[config.mk]
export PLATFORM = sky130hd
export DESIGN_NAME = audio_ser_tx
export DESIGN_NICKNAME = d
export VERILOG_FILES = /design/src/rtl/sat_pkg.sv /design/src/rtl/sat_master_timing.sv /design/src/rtl/sat_slave_timing.sv /design/src/rtl/sat_startup.sv /design/src/rtl/audio_ser_tx.sv
export SDC_FILE = /design/constraint.sdc
export NUM_CORES = 1
export LEC_CHECK = 0
export BUFFER_PORTS_ARGS = -buffer_cell sky130_fd_sc_hd__buf_4
export CAP_MARGIN = 5
export CORE_ASPECT_RATIO = 1.4
export CORE_MARGIN = 2
export CORE_UTILIZATION = 57
export DETAILED_ROUTE_END_ITERATION = 10
export PLACE_DENSITY = 0.82
export SLEW_MARGIN = 20
export SYNTH_ARGS = -nofsm -noshare
export SYNTH_HDL_FRONTEND = slang
export SYNTH_SLANG_ARGS = --single-unit
[constraint.sdc]
create_clock -name clk_i -period 5.1 [get_ports clk_i]
set_input_delay 0.255 -clock clk_i [delete_from_list [all_inputs] [get_ports clk_i]]
set_output_delay 0.255 -clock clk_i [all_outputs]
set_load 0.02 [all_outputs]
[src/rtl/sat_pkg.sv]
`timescale 1ns/1ps
package sat_pkg;

  typedef enum logic [1:0] {
    FMT_LSB16 = 2'd0,
    FMT_LSB20 = 2'd1,
    FMT_MSB20 = 2'd2,
    FMT_I2S20 = 2'd3
  } frame_fmt_e;

  localparam int HALF_SLOTS = 32;

  // Frame clock level that marks the left half.
  function automatic logic left_is_high(frame_fmt_e f);
    return (f != FMT_I2S20);
  endfunction

  // Bit to place in a slot; al holds the sample left-aligned in 32 bits.
  function automatic logic pick_bit(frame_fmt_e f, logic [5:0] slot, logic [31:0] al);
    int w;
    int off;
    int j;
    w = (f == FMT_LSB16) ? 16 : 20;
    case (f)
      FMT_LSB16, FMT_LSB20: off = HALF_SLOTS - w;
      FMT_MSB20:            off = 0;
      default:              off = 1;
    endcase
    j = int'(slot) - off;
    if (j >= 0 && j < w) pick_bit = al[5'(31 - j)];
    else                 pick_bit = 1'b0;
  endfunction

endpackage

[src/rtl/sat_master_timing.sv]
`timescale 1ns/1ps
module sat_master_timing #(
  parameter int BCLK_DIV    = 4,
  parameter int FRAME_SLOTS = 64
) (
  input  logic       clk_i,
  input  logic       rst_ni,
  input  logic       run_i,
  input  logic       left_hi_i,
  output logic       tick_o,
  output logic [5:0] slot_o,
  output logic       left_o,
  output logic       bclk_o,
  output logic       fclk_o
);
  localparam int PH_W = $clog2(BCLK_DIV);
  localparam int SL_W = $clog2(FRAME_SLOTS);
  localparam int CW   = PH_W + SL_W;
  localparam logic [CW-1:0] IDLE = {{SL_W{1'b1}}, {PH_W{1'b0}}};

  logic [CW-1:0]   cnt_q, cnt_d;
  logic [SL_W-1:0] nxt_slot;
  logic            phase_end;

  always_comb begin
    phase_end = &cnt_q[PH_W-1:0];
    nxt_slot  = cnt_q[CW-1:PH_W] + 1'b1;
    cnt_d     = run_i ? cnt_q + 1'b1 : IDLE;
  end

  always_ff @(posedge clk_i or negedge rst_ni) begin
    if (!rst_ni) cnt_q <= IDLE;
    else         cnt_q <= cnt_d;
  end

  assign tick_o = run_i & phase_end;
  assign slot_o = 6'(nxt_slot[SL_W-2:0]);
  assign left_o = ~nxt_slot[SL_W-1];
  assign bclk_o = cnt_q[PH_W-1];
  assign fclk_o = cnt_q[CW-1] ^ left_hi_i;


  fclk_on_bclk_fall_chk: assert property (@(posedge clk_i) disable iff (!rst_ni)
    run_i && $past(run_i) && (fclk_o != $past(fclk_o)) |-> $fell(bclk_o));

endmodule

[src/rtl/sat_slave_timing.sv]
`timescale 1ns/1ps
module sat_slave_timing (
  input  logic       clk_i,
  input  logic       rst_ni,
  input  logic       run_i,
  input  logic       left_hi_i,
  input  logic       ext_bclk_i,
  input  logic       ext_fclk_i,
  output logic       tick_o,
  output logic [5:0] slot_o,
  output logic       left_o
);
  logic b1_q, b2_q, bd_q, f1_q, f2_q;
  logic flast_q, flast_d;
  logic lock_q, lock_d;
  logic [5:0] slot_q, slot_d, slot_inc;
  logic fall, chg;

  always_comb begin
    fall     = bd_q & ~b2_q;
    chg      = (f2_q != flast_q);
    slot_inc = (slot_q == 6'h3f) ? slot_q : slot_q + 6'd1;
    flast_d  = fall ? f2_q : flast_q;
    lock_d   = lock_q;
    slot_d   = slot_q;
    if (!run_i) begin
      lock_d = 1'b0;
      slot_d = '0;
    end else if (fall) begin
      if (chg) begin
        lock_d = 1'b1;
        slot_d = '0;
      end else begin
        slot_d = slot_inc;
      end
    end
  end

  always_ff @(posedge clk_i or negedge rst_ni) begin
    if (!rst_ni) begin
      b1_q    <= 1'b0;
      b2_q    <= 1'b0;
      bd_q    <= 1'b0;
      f1_q    <= 1'b0;
      f2_q    <= 1'b0;
      flast_q <= 1'b0;
      lock_q  <= 1'b0;
      slot_q  <= '0;
    end else begin
      b1_q    <= ext_bclk_i;
      b2_q    <= b1_q;
      bd_q    <= b2_q;
      f1_q    <= ext_fclk_i;
      f2_q    <= f1_q;
      flast_q <= flast_d;
      lock_q  <= lock_d;
      slot_q  <= slot_d;
    end
  end

  assign tick_o = run_i & fall & (lock_q | chg);
  assign slot_o = chg ? 6'd0 : slot_inc;
  assign left_o = (f2_q == left_hi_i);


  slave_step_from_fall_chk: assert property (@(posedge clk_i) disable iff (!rst_ni)
    tick_o |-> (!$past(ext_bclk_i, 2) && $past(ext_bclk_i, 3)));

endmodule

[src/rtl/sat_startup.sv]
`timescale 1ns/1ps
module sat_startup #(
  parameter int QUIET_FRAMES = 4
) (
  input  logic clk_i,
  input  logic rst_ni,
  input  logic run_i,
  input  logic frame_tick_i,
  output logic mute_o
);
  localparam int QW = (QUIET_FRAMES < 1) ? 1 : $clog2(QUIET_FRAMES + 1);
  localparam logic [QW-1:0] QINIT = QW'(QUIET_FRAMES);

  logic [QW-1:0] q_q, q_d;
  logic          mute_q, mute_d;

  always_comb begin
    q_d    = q_q;
    mute_d = mute_q;
    if (!run_i) begin
      q_d    = QINIT;
      mute_d = 1'b1;
    end else if (frame_tick_i) begin
      mute_d = (q_q != '0);
      if (q_q != '0) q_d = q_q - 1'b1;
    end
  end

  always_ff @(posedge clk_i or negedge rst_ni) begin
    if (!rst_ni) begin
      q_q    <= QINIT;
      mute_q <= 1'b1;
    end else begin
      q_q    <= q_d;
      mute_q <= mute_d;
    end
  end

  assign mute_o = frame_tick_i ? (q_q != '0) : mute_q;


  quiet_no_climb_chk: assert property (@(posedge clk_i) disable iff (!rst_ni)
    run_i && $past(run_i) |-> q_q <= $past(q_q));


  unmute_needs_zero_chk: assert property (@(posedge clk_i) disable iff (!rst_ni)
    !mute_q |-> (q_q == '0));

endmodule

[src/rtl/audio_ser_tx.sv]
`timescale 1ns/1ps
module audio_ser_tx
  import sat_pkg::*;
#(
  parameter int SAMPLE_W     = 24,
  parameter int QUIET_FRAMES = 4,
  parameter int BCLK_DIV     = 4
) (
  input  logic                clk_i,
  input  logic                rst_ni,
  input  logic                awake_i,
  input  logic                master_i,
  input  logic [1:0]          fmt_i,
  input  logic [SAMPLE_W-1:0] left_i,
  input  logic [SAMPLE_W-1:0] right_i,
  input  logic                ext_bclk_i,
  input  logic                ext_fclk_i,
  output logic                bclk_o,
  output logic                fclk_o,
  output logic                sdata_o
);
  localparam int FRAME_SLOTS = 2 * HALF_SLOTS;

  frame_fmt_e fmt;
  logic left_hi, run_m, run_s;
  logic m_tick, m_left, m_bclk, m_fclk;
  logic s_tick, s_left;
  logic [5:0] m_slot, s_slot, slot;
  logic tick, left_half, frame_tick, mute;
  logic [SAMPLE_W-1:0] lq, rq, ln, rn, cur;
  logic [31:0] al;
  logic sd_q, sd_d;

  assign fmt     = frame_fmt_e'(fmt_i);
  assign left_hi = left_is_high(fmt);
  assign run_m   = awake_i & master_i;
  assign run_s   = awake_i & ~master_i;

  sat_master_timing #(.BCLK_DIV(BCLK_DIV), .FRAME_SLOTS(FRAME_SLOTS)) u_mtim (
    .clk_i(clk_i), .rst_ni(rst_ni), .run_i(run_m), .left_hi_i(left_hi),
    .tick_o(m_tick), .slot_o(m_slot), .left_o(m_left),
    .bclk_o(m_bclk), .fclk_o(m_fclk));

  sat_slave_timing u_stim (
    .clk_i(clk_i), .rst_ni(rst_ni), .run_i(run_s), .left_hi_i(left_hi),
    .ext_bclk_i(ext_bclk_i), .ext_fclk_i(ext_fclk_i),
    .tick_o(s_tick), .slot_o(s_slot), .left_o(s_left));

  always_comb begin
    tick       = master_i ? m_tick : s_tick;
    slot       = master_i ? m_slot : s_slot;
    left_half  = master_i ? m_left : s_left;
    frame_tick = tick & left_half & (slot == 6'd0);
  end

  sat_startup #(.QUIET_FRAMES(QUIET_FRAMES)) u_start (
    .clk_i(clk_i), .rst_ni(rst_ni), .run_i(awake_i),
    .frame_tick_i(frame_tick), .mute_o(mute));

  // Sample hold, bypassed on the capture cycle so slot 0 sees the new word.
  always_comb begin
    ln  = frame_tick ? left_i  : lq;
    rn  = frame_tick ? right_i : rq;
    cur = left_half ? ln : rn;
    al  = 32'(cur) << (32 - SAMPLE_W);
    sd_d = sd_q;
    if (!awake_i)  sd_d = 1'b0;
    else if (tick) sd_d = pick_bit(fmt, slot, al) & ~mute;
  end

  always_ff @(posedge clk_i or negedge rst_ni) begin
    if (!rst_ni) begin
      lq <= '0;
      rq <= '0;
    end else if (frame_tick) begin
      lq <= left_i;
      rq <= right_i;
    end
  end

  always_ff @(posedge clk_i or negedge rst_ni) begin
    if (!rst_ni) sd_q <= 1'b0;
    else         sd_q <= sd_d;
  end

  assign sdata_o = sd_q;
  assign bclk_o  = master_i & m_bclk;
  assign fclk_o  = master_i & m_fclk;


  asleep_data_low_chk: assert property (@(posedge clk_i) disable iff (!rst_ni)
    !$past(awake_i) |-> !sdata_o);


  data_on_bclk_fall_chk: assert property (@(posedge clk_i) disable iff (!rst_ni)
    master_i && $past(master_i) && awake_i && $past(awake_i) &&
    (sdata_o != $past(sdata_o)) |-> $fell(bclk_o));

endmodule

=== Word level (Yosys, flattened, before mapping) ===
Cells that the tools add are included.

* Register bits: 74
* Bits of input ports: 56
* Output and inout port bits: 3

* Add/subtract/negate cells: 7
* $lt $le $gt $ge: 3
* Eq/ne operators: 11
* Mux-type cells: 31
* Bitwise logic cells: 17
* Reduce and logical (&&, ||, !) cells: 8

{| class="wikitable"
|+ Operators by type and width
! operator !! number
|-
| $mux W24 || 3
|-
| $mux W32 || 2
|-
| $pmux W32 S2 || 1
|-
| $ge A32 B1 Y1 const B || 1
|-
| $lt A32 B6 Y1 || 1
|-
| $sub A7 B32 Y32 || 1
|-
| $mux W6 || 5
|-
| $mux W1 || 14
|-
| $add A6 B1 Y6 const B || 2
|-
| $mux W3 || 4
|-
| $and A1 B1 Y1 || 11
|-
| $add A8 B1 Y8 const B || 1
|-
| $mux W8 || 1
|-
| $lt A5 B7 Y1 const B || 1
|-
| $sub A6 B5 Y7 const A || 1
|-
| $eq A6 B6 Y1 const B || 1
|-
| $logic_not A6 Y1 || 1
|-
| $ne A2 B1 Y1 const B || 3
|-
| $ne A2 B2 Y1 const B || 3
|-
| $reduce_and A2 Y1 || 3
|-
| $bmux W1 S5 || 1
|-
| $sub A1 B5 Y5 const A || 1
|-
| $not A1 Y1 || 4
|-
| $reduce_bool A3 Y1 || 1
|-
| other kinds (10) || 10
|}

=== Longest topological paths before layout ===
Gate-level depths: netlist of the first run.

* Word-level depth: 18
* Mapped depth: 18
* Mapped depth without buffers: 16

=== By module ===
Synthesis of the first run repeated with hierarchy kept, for this count alone.

* Cells, all modules: 370
* Area, all modules: 4035.1 um^2

{| class="wikitable"
|+ By module, submodules not included
! module !! instances !! cells an instance !! area an instance (um^2) !! sequential area each (um^2)
|-
| audio_ser_tx || 1 || 234 || 2633.8 || 1026.0
|-
| sat_slave_timing || 1 || 67 || 709.4 || 325.3
|-
| sat_master_timing || 1 || 47 || 461.7 || 207.7
|-
| sat_startup || 1 || 22 || 230.2 || 102.6
|}

=== Least setup slack after synthesis of the first run ===
No wires, ideal clock.

* Path type: register -> register
* Start: register u_stim.slot_q[0]
* End: register sd_q (netlist: sdata_o)
* Setup time: 0.104 ns
* Data arrival time: 3.532 ns
* Slack: 1.465 ns
* Cell stages (with the launch flop): 19
* Buffers on the path: 2
* Clock period less this slack: 3.635 ns
* Cell sequence: dfrtp_1 -> ha_1 -> buf_4 -> and3_1 -> buf_4 -> nand3_1 -> xor2_1 -> a2bb2oi_1 -> ha_1 -> ha_1 -> xnor2_1 -> nand2_1 -> nand2_1 -> mux4_2 -> o211ai_1 -> nand3b_1 -> o32ai_1 -> a31oi_1 -> o41ai_2

* Cells in the longest elaborated chain, start to end: 17
* Elaborated cells on any way between the ends: 26

{| class="wikitable"
|+ RTL lines
! what !! RTL line !! text
|-
| start: declaration || sat_slave_timing.sv:16 || <nowiki>logic [5:0] slot_q, slot_d, slot_inc;</nowiki>
|-
| start signal: assignment || sat_slave_timing.sv:57 || <nowiki>slot_q <= slot_d;</nowiki>
|-
| $add A6 B1 Y6 / $eq A6 B6 Y1 (equally long branches) || sat_slave_timing.sv:22 || <nowiki>slot_inc = (slot_q == 6'h3f) ? slot_q : slot_q + 6'd1;</nowiki>
|-
| $mux W6 (*) || sat_slave_timing.sv:22 ||
|-
| $mux W6 (*) || sat_slave_timing.sv:62 || <nowiki>assign slot_o = chg ? 6'd0 : slot_inc;</nowiki>
|-
| $mux W6 (*) || audio_ser_tx.sv:51 || <nowiki>slot = master_i ? m_slot : s_slot;</nowiki>
|-
| branches (longest 10 deep; another with $sub A7 B32 Y32) || -- ||
|-
| $and A1 B1 Y1 (*) || audio_ser_tx.sv:68 || <nowiki>else if (tick) sd_d = pick_bit(fmt, slot, al) & ~mute;</nowiki>
|-
| $mux W1 (*) || audio_ser_tx.sv:68 ||
|-
| $mux W1 (*) || audio_ser_tx.sv:67 || <nowiki>if (!awake_i) sd_d = 1'b0;</nowiki>
|-
| end signal: assignment || audio_ser_tx.sv:82 || <nowiki>if (!rst_ni) sd_q <= 1'b0;</nowiki>
|-
| end signal: assignment || audio_ser_tx.sv:83 || <nowiki>else sd_q <= sd_d;</nowiki>
|-
| end: declaration || audio_ser_tx.sv:32 || <nowiki>logic sd_q, sd_d;</nowiki>
|}

Every way passes the cells marked *. The select of a mux whose other input is x is not followed.
A chain may end at the register's enable or synchronous reset.

=== Final worst setup path of the first run ===
Ends and elaborated chain as after synthesis.

==> out/qor.yml, run 1 <==
outcome:
  status: "finished, final reports clean"
layout:
  fin_cells: 527
  area_growth_syn_to_layout_pct: 15.4
  seqCellArea_um2: 1690
  n_antenna_cell: 0
  multi_input_area_um2: 2070
  nets: 497
  nFillCells: 515
  drive_above_1_share_pct: 29.9
  finish.utilization_pct: 68.2
logic_synthesis:
  syn-cell-area_um2: 3910
  synth_ff_type: "dfrtp_1"
  synth.most_common_cell: "dfrtp_1"
  synth_commonest_cells: "59 x dfrtp_1, 44 x mux2_2, 33 x nand2_1"
  synth_area_leaders: "dfrtp_1 38%, mux2_2 13%, dfstp_2 5.4%, ha_1 3.5%, nand2_1 3.2%"
  ys_seq_area_share_pct: 43.1
  synth_top_area_share_pct: 37.8
  ys_types: 58
  synth-edff-count: 0
  yosysTopAreaCell: "dfrtp_1"
  ys_seq_elements: 67
  postSynth.asyncResetShare_pct: 100
  avgSynthCellArea_um2: 10.2
  synth_fp_nets: 451
  synth_warnings: 0
  netlist_instances: 384
place:
  dp.cells: 510
  place.gp.congestion: 0.862
  portBuffers: 51
  dp_worst_setup_slack_ns: 1.21
  dpl.hpwl_um: 6320
sta:
  maxSlewViolCount: 0
  finalCritPeriodShare_pct: 76.8
  tns_ns: 0
  min_period_ns: 3.92
  hold_viol: 0
  rsz0062_at_grt: "no"
  max_slew_margin_pct: 44.1
  fmax_ghz: 0.255
  tightest_slew_ns: 0.838
  skew_ns: 0.0142
  setup_viol_count_final: 0
  timing.final.ws_setup_ns: 1.18
min_path:
  hp-class: "input pin to async pin"
cts:
  cts-root-buf: "clkbuf_8"
  cts.path.max_buffers: 2
  htree_num_levels: 3
  ctsHoldBuffers: 0
  numCtsBuffers: 9
  cts_resized: 0
  cts_tree: "done"
  cts.sinks: 67
  clk_pin_slew_ns: 0.08
  clock_latency_ns: 0.34
  post-cts-setup-buffers: 0
pwr:
  power_mw: 1.51
  vdd_drop_max_uv: 277
  power_density_nw_per_um2: 335
  leakage_nw: 2.03
critical_path:
  cp_data_required_time_ns: 5.35
  path_class: "register to register"
  cp_data_arrival_time_ns: 4.16
  timing.rr.end: "sdata_o$_DFFE_PN0P_"
  critical_path.max_fanout: 8
  crit_path_end_kind: "register"
  ff2ff_setup_slack_ns: 1.18
  reg2regPathDepth: 16
  timing.rr.start: "u_stim.slot_q[0]$_DFFE_PN0P_"
  worst_setup_path_start_kind: "register"
global_route:
  grt_pass1_vias: 3067
  antenna_found_initial: 0
  overflow: 0
  grt_pass1_wl_um: 14200
  track_usage_pct: 24.9
  grt_start_max_net_pins: 68
floorplan:
  initial_core_util_pct: 59.1
  core_um2: 6610
  dieArea_um2: 7550
  row_count: 35
  die_w_um: 74
  io_pins: 59
  die_h_um: 102
detailed_routing:
  dr.first_iter.drc_count: 138
  drc_errors: 0
  routed_wl_um: 8630
  vias: 3064
  post_drt_via_cell_ratio: 5.81
  drtAntennaViolNets: 0
  first_pass_iters: 4
  route.detailed.wl_per_inst_um: 16.4
flow_run:
  maxCapViolCount: 0
==> report_power, final <==
group          total [mW]  internal [mW]  switching, mW
registers           0.732          0.664         0.0677
logic               0.385          0.211          0.174
clock network       0.394          0.189          0.204
total                1.51           1.06          0.446
==> kinds of logic after synthesis <==
kind of cell / count (synthesis) / share of synthesized area, %
AOI/OAI and AO/OA: 84 / 14.8
xor gates and xnor gates: 15 / 3.36
adders and majority gates: 11 / 3.52
buffers and inverters: 32 / 3.97
DFF: 67 / 43.1
muxes: 57 / 16.3
and+or+nand+nor: 118 / 14.9
==> through the flow <==
stage / hold WS (ns) / area [um^2]
after CTS: 0.00411 / 4500
after detailed placement: 0.335 / 4330
after floorplan: -0.0406 / 3910
after global routing: 0.00540 / 4510
final: 0.00787 / 4510
after global placement: 0.334 / 4330
==> routing by layer <==
| metal | wire (um) | GRT usage (%) |
|---|---|---|
| met1 | 3410 | 29.6 |
| met2 | 4620 | 42.7 |
| met3 | 331 | 6.21 |
| met4 | 274 | 9.93 |
| met5 | 0 | 0 |
==> cell type report <==
class / instances / area share (%)
inverter: 11 / 0.915
sequential: 67 / 37.4
clock inverter: 4 / 0.610
clock buffer: 12 / 3.22
multi-input combinational: 285 / 46.0
tap: 92 / 2.55
timing repair buffer: 56 / 9.37
==> critical path: stages, from the launching register on <==
cell and delay (ns):
dfrtp_1 0.45, ha_1 0.33, and3_1 0.35, nand3_1 0.20, xor2_1 0.21, a2bb2oi_1 0.15
ha_1 0.22, ha_1 0.24, xor2_1 0.32, nand2_1 0.09, nand2_1 0.07, mux4_2 0.25
o211ai_1 0.08, nand3b_1 0.18, o32ai_1 0.27, a31oi_1 0.09, o41ai_2 0.32
==> state kept, by name, summed over array words and instances, names as in the netlist <==
register / flops
u_stim.b2_q: 1
u_stim.slot_q: 6
rq: 21
sdata_o: 1
u_start.q_q: 3
u_stim.f1_q: 1
u_stim.lock_q: 1
lq: 20
u_stim.b1_q: 1
u_stim.f2_q: 1
u_stim.bd_q: 1
u_stim.flast_q: 1
u_start.mute_q: 1
u_mtim.cnt_q: 8
==> worst max path at each step <==
| stage | startpoint | endpoint | slack [ns] | cells past startpoint |
|---|---|---|---|---|
| global placement | u_stim.slot_q[0]$_DFFE_PN0P_ | sdata_o$_DFFE_PN0P_ | 1.26 | 16 |
| CTS | u_stim.slot_q[0]$_DFFE_PN0P_ | sdata_o$_DFFE_PN0P_ | 1.20 | 16 |
| detailed placement | u_stim.slot_q[0]$_DFFE_PN0P_ | sdata_o$_DFFE_PN0P_ | 1.21 | 16 |
| global route | u_stim.slot_q[0]$_DFFE_PN0P_ | sdata_o$_DFFE_PN0P_ | 0.88 | 16 |
| floorplan | u_stim.slot_q[0]$_DFFE_PN0P_ | sdata_o$_DFFE_PN0P_ | 1.46 | 18 |
| finish | u_stim.slot_q[0]$_DFFE_PN0P_ | sdata_o$_DFFE_PN0P_ | 1.18 | 16 |
==> layout by cell type, fill, tap and decap left out, drive strengths merged, types with 2 or more instances in the layout <==
master / instances
dfrtp: 59
buf: 55
mux2: 44
nand2: 33
nor2: 24
o21ai: 21
a21oi: 17
nand3: 15
mux2i: 12
clkbuf: 12
inv: 11
ha: 11
xor2: 9
nor3: 9
nand2b: 8
dfstp: 8
and3: 7
xnor2: 6
nor2b: 5
a2bb2oi: 4
and2: 4
o21a: 4
or3: 4
a21o: 4
a31oi: 4
o211ai: 4
a211oi: 4
nand3b: 3
clkinvlp: 3
o41ai: 3
nand4: 2
a311o: 2
o31ai: 2
o31a: 2
a211o: 2
Note: power is estimated with default switching activity, not from simulation.
==> run 2: changes to the inputs <==
--- a/config.mk
+++ b/config.mk
@@ -5,13 +5,14 @@
 export SDC_FILE = /design/constraint.sdc
 export NUM_CORES = 1
 export LEC_CHECK = 0
+export ABC_AREA = 1
 export BUFFER_PORTS_ARGS = -buffer_cell sky130_fd_sc_hd__buf_4
 export CAP_MARGIN = 5
 export CORE_ASPECT_RATIO = 1.4
 export CORE_MARGIN = 2
-export CORE_UTILIZATION = 57
+export CORE_UTILIZATION = 51
 export DETAILED_ROUTE_END_ITERATION = 10
-export PLACE_DENSITY = 0.82
+export PLACE_DENSITY = 0.77
 export SLEW_MARGIN = 20
 export SYNTH_ARGS = -nofsm -noshare
 export SYNTH_HDL_FRONTEND = slang
==> constraint.sdc (replaced) <==
create_clock -name clk_i -period 3.5 [get_ports clk_i]
set_input_delay 0.175 -clock clk_i [delete_from_list [all_inputs] [get_ports clk_i]]
set_output_delay 0.175 -clock clk_i [all_outputs]
set_load 0.02 [all_outputs]
==> run 2 against run 1 <==
Effect of this change:
- count of clock-buffer cells in the layout grew 2
- via count grew 15%
- synthesized cell count grew 35%
- design area grew 1.1%
- combinational power grew 8.6%
- critical endpoint unchanged
- largest power group unchanged
==> out/qor.yml, run 2 <==
pwr:
  leakage_nw: 2.41  # +19%
  power_mw: 1.94  # +28%
  power_density_nw_per_um2: 425  # +27%
  vdd_drop_max_uv: 356  # +29%
critical_path:
  crit_cells: 15  # -1
  cp_data_required_time_ns: 3.78  # -1.57 ns
  crit_path_end_kind: "register"
  crit_top_cell: "nand2_1"
  cp_slowest_stage_delay_ns: 0.60  # +0.15 ns
  reg2regPathDepth: 15  # -1
  crit_chain: "ha_1 -> nand3_1 -> xor2_1 -> nand2_1 -> o21ai_1 -> nor2_2 -> nand2_4 -> inv_4 -> nand2_1 -> nand2_1 -> a21oi_1 -> nand4_1 -> a21oi_1 -> nand3_1 -> nand2_1"
  path_buf_inv: 1  # +1
  timing.rr.start: "u_mtim.cnt_q[2]$_DFF_PN1_"
  crit_start: "u_mtim.cnt_q[2]$_DFF_PN1_"
  cpMaxStageDelayCell: "dfstp_2"
  worst_setup_path_start_kind: "register"
  path_class: "register to register"
  critical_path.max_fanout: 42  # +34
  cp_data_arrival_time_ns: 3.15  # -1.01 ns
  crit_family: "simple AND/OR/NAND/NOR gates"
global_route:
  antenna_found_initial: 0  # unchanged
  grt_pass1_wl_um: 14700  # +3.5%
  grt_pass1_vias: 3278  # +6.9%
  grt_start_max_net_pins: 67  # -1.5%
  overflow: 0  # unchanged
  track_usage_pct: 22.1  # -2.8 points
cts:
  htree_num_levels: 3  # unchanged
  post-cts-setup-buffers: 0  # unchanged
  cts_tree: "done"
  cts-root-buf: "clkbuf_8"
  cts.sinks: 66  # -1.5%
  numCtsBuffers: 9  # unchanged
  clock_latency_ns: 0.34  # about the same
  cts.path.max_buffers: 2  # unchanged
  clk_pin_slew_ns: 0.07  # about the same
logic_synthesis:
  syn-cell-area_um2: 3920  # +0.32%
  synth.most_common_cell: "nand2_1"
  ys_types: 34  # -41%
  ys_seq_area_share_pct: 42.4  # -0.78 points
  netlist_instances: 520  # +35%
  synth_warnings: 0  # unchanged
  synth_commonest_cells: "129 x nand2_1, 96 x nand3_1, 73 x inv_1"
  synth_area_leaders: "dfrtp_1 37%, nand2_1 12%, nand3_1 12%, inv_1 7.0%, dfstp_2 5.4%"
  yosysTopAreaCell: "dfrtp_1"
  synth_fp_nets: 587  # +30%
  synth-edff-count: 0  # unchanged
  postSynth.asyncResetShare_pct: 100  # unchanged
  ys_seq_elements: 66  # -1.5%
  avgSynthCellArea_um2: 7.54  # -26%
  synth_top_area_share_pct: 37.0  # -0.76 points
  synth_ff_type: "dfrtp_1"
layout:
  seqCellArea_um2: 1660  # -1.5%
  multi_input_area_um2: 1850  # -11%
  nFillCells: 678  # +32%
  area_growth_syn_to_layout_pct: 16.3
  mostFrequentLayoutCell: "nand2_1"
  n_antenna_cell: 0  # unchanged
  final_cell_mix: "129 x nand2_1, 96 x nand3_1, 73 x inv_1"
  nets: 635  # +28%
  top_regs: "lq x20, rq x20, u_mtim.cnt_q x8"
  drive_above_1_share_pct: 15.5  # -14 points
  final_area_um2: 4560  # +1.1%
floorplan:
  initial_core_util_pct: 53.0  # -6.2 points
  core_um2: 7410  # +12%
  die_h_um: 108  # +5.7%
  io_pins: 59  # unchanged
  dieArea_um2: 8420  # +12%
  row_count: 37  # +5.7%
  die_w_um: 78.1  # +5.6%
sta:
  min_period_ns: 2.87  # -1.05 ns
  tightest_slew_ns: 0.821  # -0.0172 ns
  timing.final.ws_setup_ns: 0.633  # -0.549 ns
  skew_ns: 0.00518  # -0.00899 ns
  max_slew_margin_pct: 45.3  # +1.1 points
  setup_viol_count_final: 0  # unchanged
  maxSlewViolCount: 0  # unchanged
  hold_slack_ns: 0.0623  # +0.0545 ns
  tns_ns: 0  # unchanged
  fmax_ghz: 0.349  # +37%
  rsz0062_at_grt: "no"
  hold_viol: 0  # unchanged
  finalCritPeriodShare_pct: 81.9  # +5.1 points
detailed_routing:
  first_pass_iters: 5  # +1
  dr.first_iter.drc_count: 182  # +32%
  post_drt_via_cell_ratio: 5.25  # -9.7%
  vias: 3518  # +15%
  route.detailed.wl_per_inst_um: 12.9  # -21%
  drtAntennaViolNets: 0  # unchanged
  drc_errors: 0  # unchanged
  routed_wl_um: 8630  # about the same
min_path:
  worstHoldPathCells: 3
  hp-class: "input pin to register"
  min_from: "right_i[14]"
flow_run:
  maxCapViolCount: 0  # unchanged
place:
  dpl.hpwl_um: 6080  # -3.8%
  post_dp_cell_area_um2: 4330  # +0.12%
  place.gp.congestion: 0.885  # +2.7%
  dp_worst_setup_slack_ns: 0.700  # -0.514 ns
  portBuffers: 50  # -2.0%
outcome:
  status: "finished, final reports clean"
[run 2: cell types whose count changed in the layout (fill, tap and decap cells not counted), sizes merged, moves of 19 or more]
cell,delta
nand2,+100
nand3,+82
inv,+65
mux2,-44
and2,+24
nand3b,+19
[run 2: metal layers]
layer / global-route usage [%] / share of wire [%]
met2: 36.9 / 51
met4: 10.0 / 2.7
met5: 0 / 0
met1: 27.7 / 41
met3: 4.03 / 5.2
[run 2: repair_timing]
item	in CTS	in global routing
gates resized for setup	0	0
hold buffers	3	0
endpoints found under the hold margin	60	0
[run 2: worst reg2reg max path: stages, from the launching register on]
cell and delay, ns:
dfstp_2 0.60, ha_1 0.23, nand3_1 0.14, xor2_1 0.21
nand2_1 0.07, o21ai_1 0.14, nor2_2 0.10, nand2_4 0.37
inv_4 0.13, nand2_1 0.12, nand2_1 0.09, a21oi_1 0.17
nand4_1 0.13, a21oi_1 0.14, nand3_1 0.11, nand2_1 0.06
[run 2: final timing paths]
kind | endpoint | slack (ns)
setup / recovery | sdata_o$_DFFE_PN0P_ | 0.63
hold / removal | rq[14]$_DFF_PN0_ | 0.06
setup reg to reg | sdata_o$_DFFE_PN0P_ | 0.63
hold reg to reg | u_stim.f2_q$_DFF_PN0_ | 0.35
max in group asynchronous | lq[14]$_DFF_PN0_ | 2.49
min in group asynchronous | rq[5]$_DFF_PN0_ | 0.47
[run 2: layout make-up]
| type | count | area share [%] |
|---|---|---|
| clock buffers | 14 | 3.57 |
| clock inverters | 2 | 0.768 |
| inverters | 77 | 6.39 |
| multi-input cells | 357 | 40.6 |
| flip-flops and latches | 66 | 36.4 |
| well taps | 97 | 2.66 |
| repair buffers | 57 | 9.54 |
[run 2: cells by family (layout without fill, tap and decap cells)]
family	after synthesis	in the layout	synth area share, %
AO/OA/AOI/OAI	34	34	4.69
XOR/XNOR	4	4	0.893
adder cells (fa/ha/maj)	11	11	3.51
buffers and inverters	97	150	10.4
flip-flops	66	66	42.4
AND/OR/NAND/NOR	308	308	38.2
[run 2: power by group]
group	total, mW	internal (mW)	switching [mW]	leakage [nW]
combinational	0.418	0.175	0.243	1.55
sequential	0.881	0.854	0.0273	0.754
clock	0.642	0.368	0.274	0.101
[run 2: metrics by stage]
step           std cells  util, %
2_1_floorplan        520        -
3_3_place_gp         651     58.5
3_5_place_dp         651     58.5
4_1_cts              670     61.6
5_1_grt              670     61.6
6_report             670     61.6
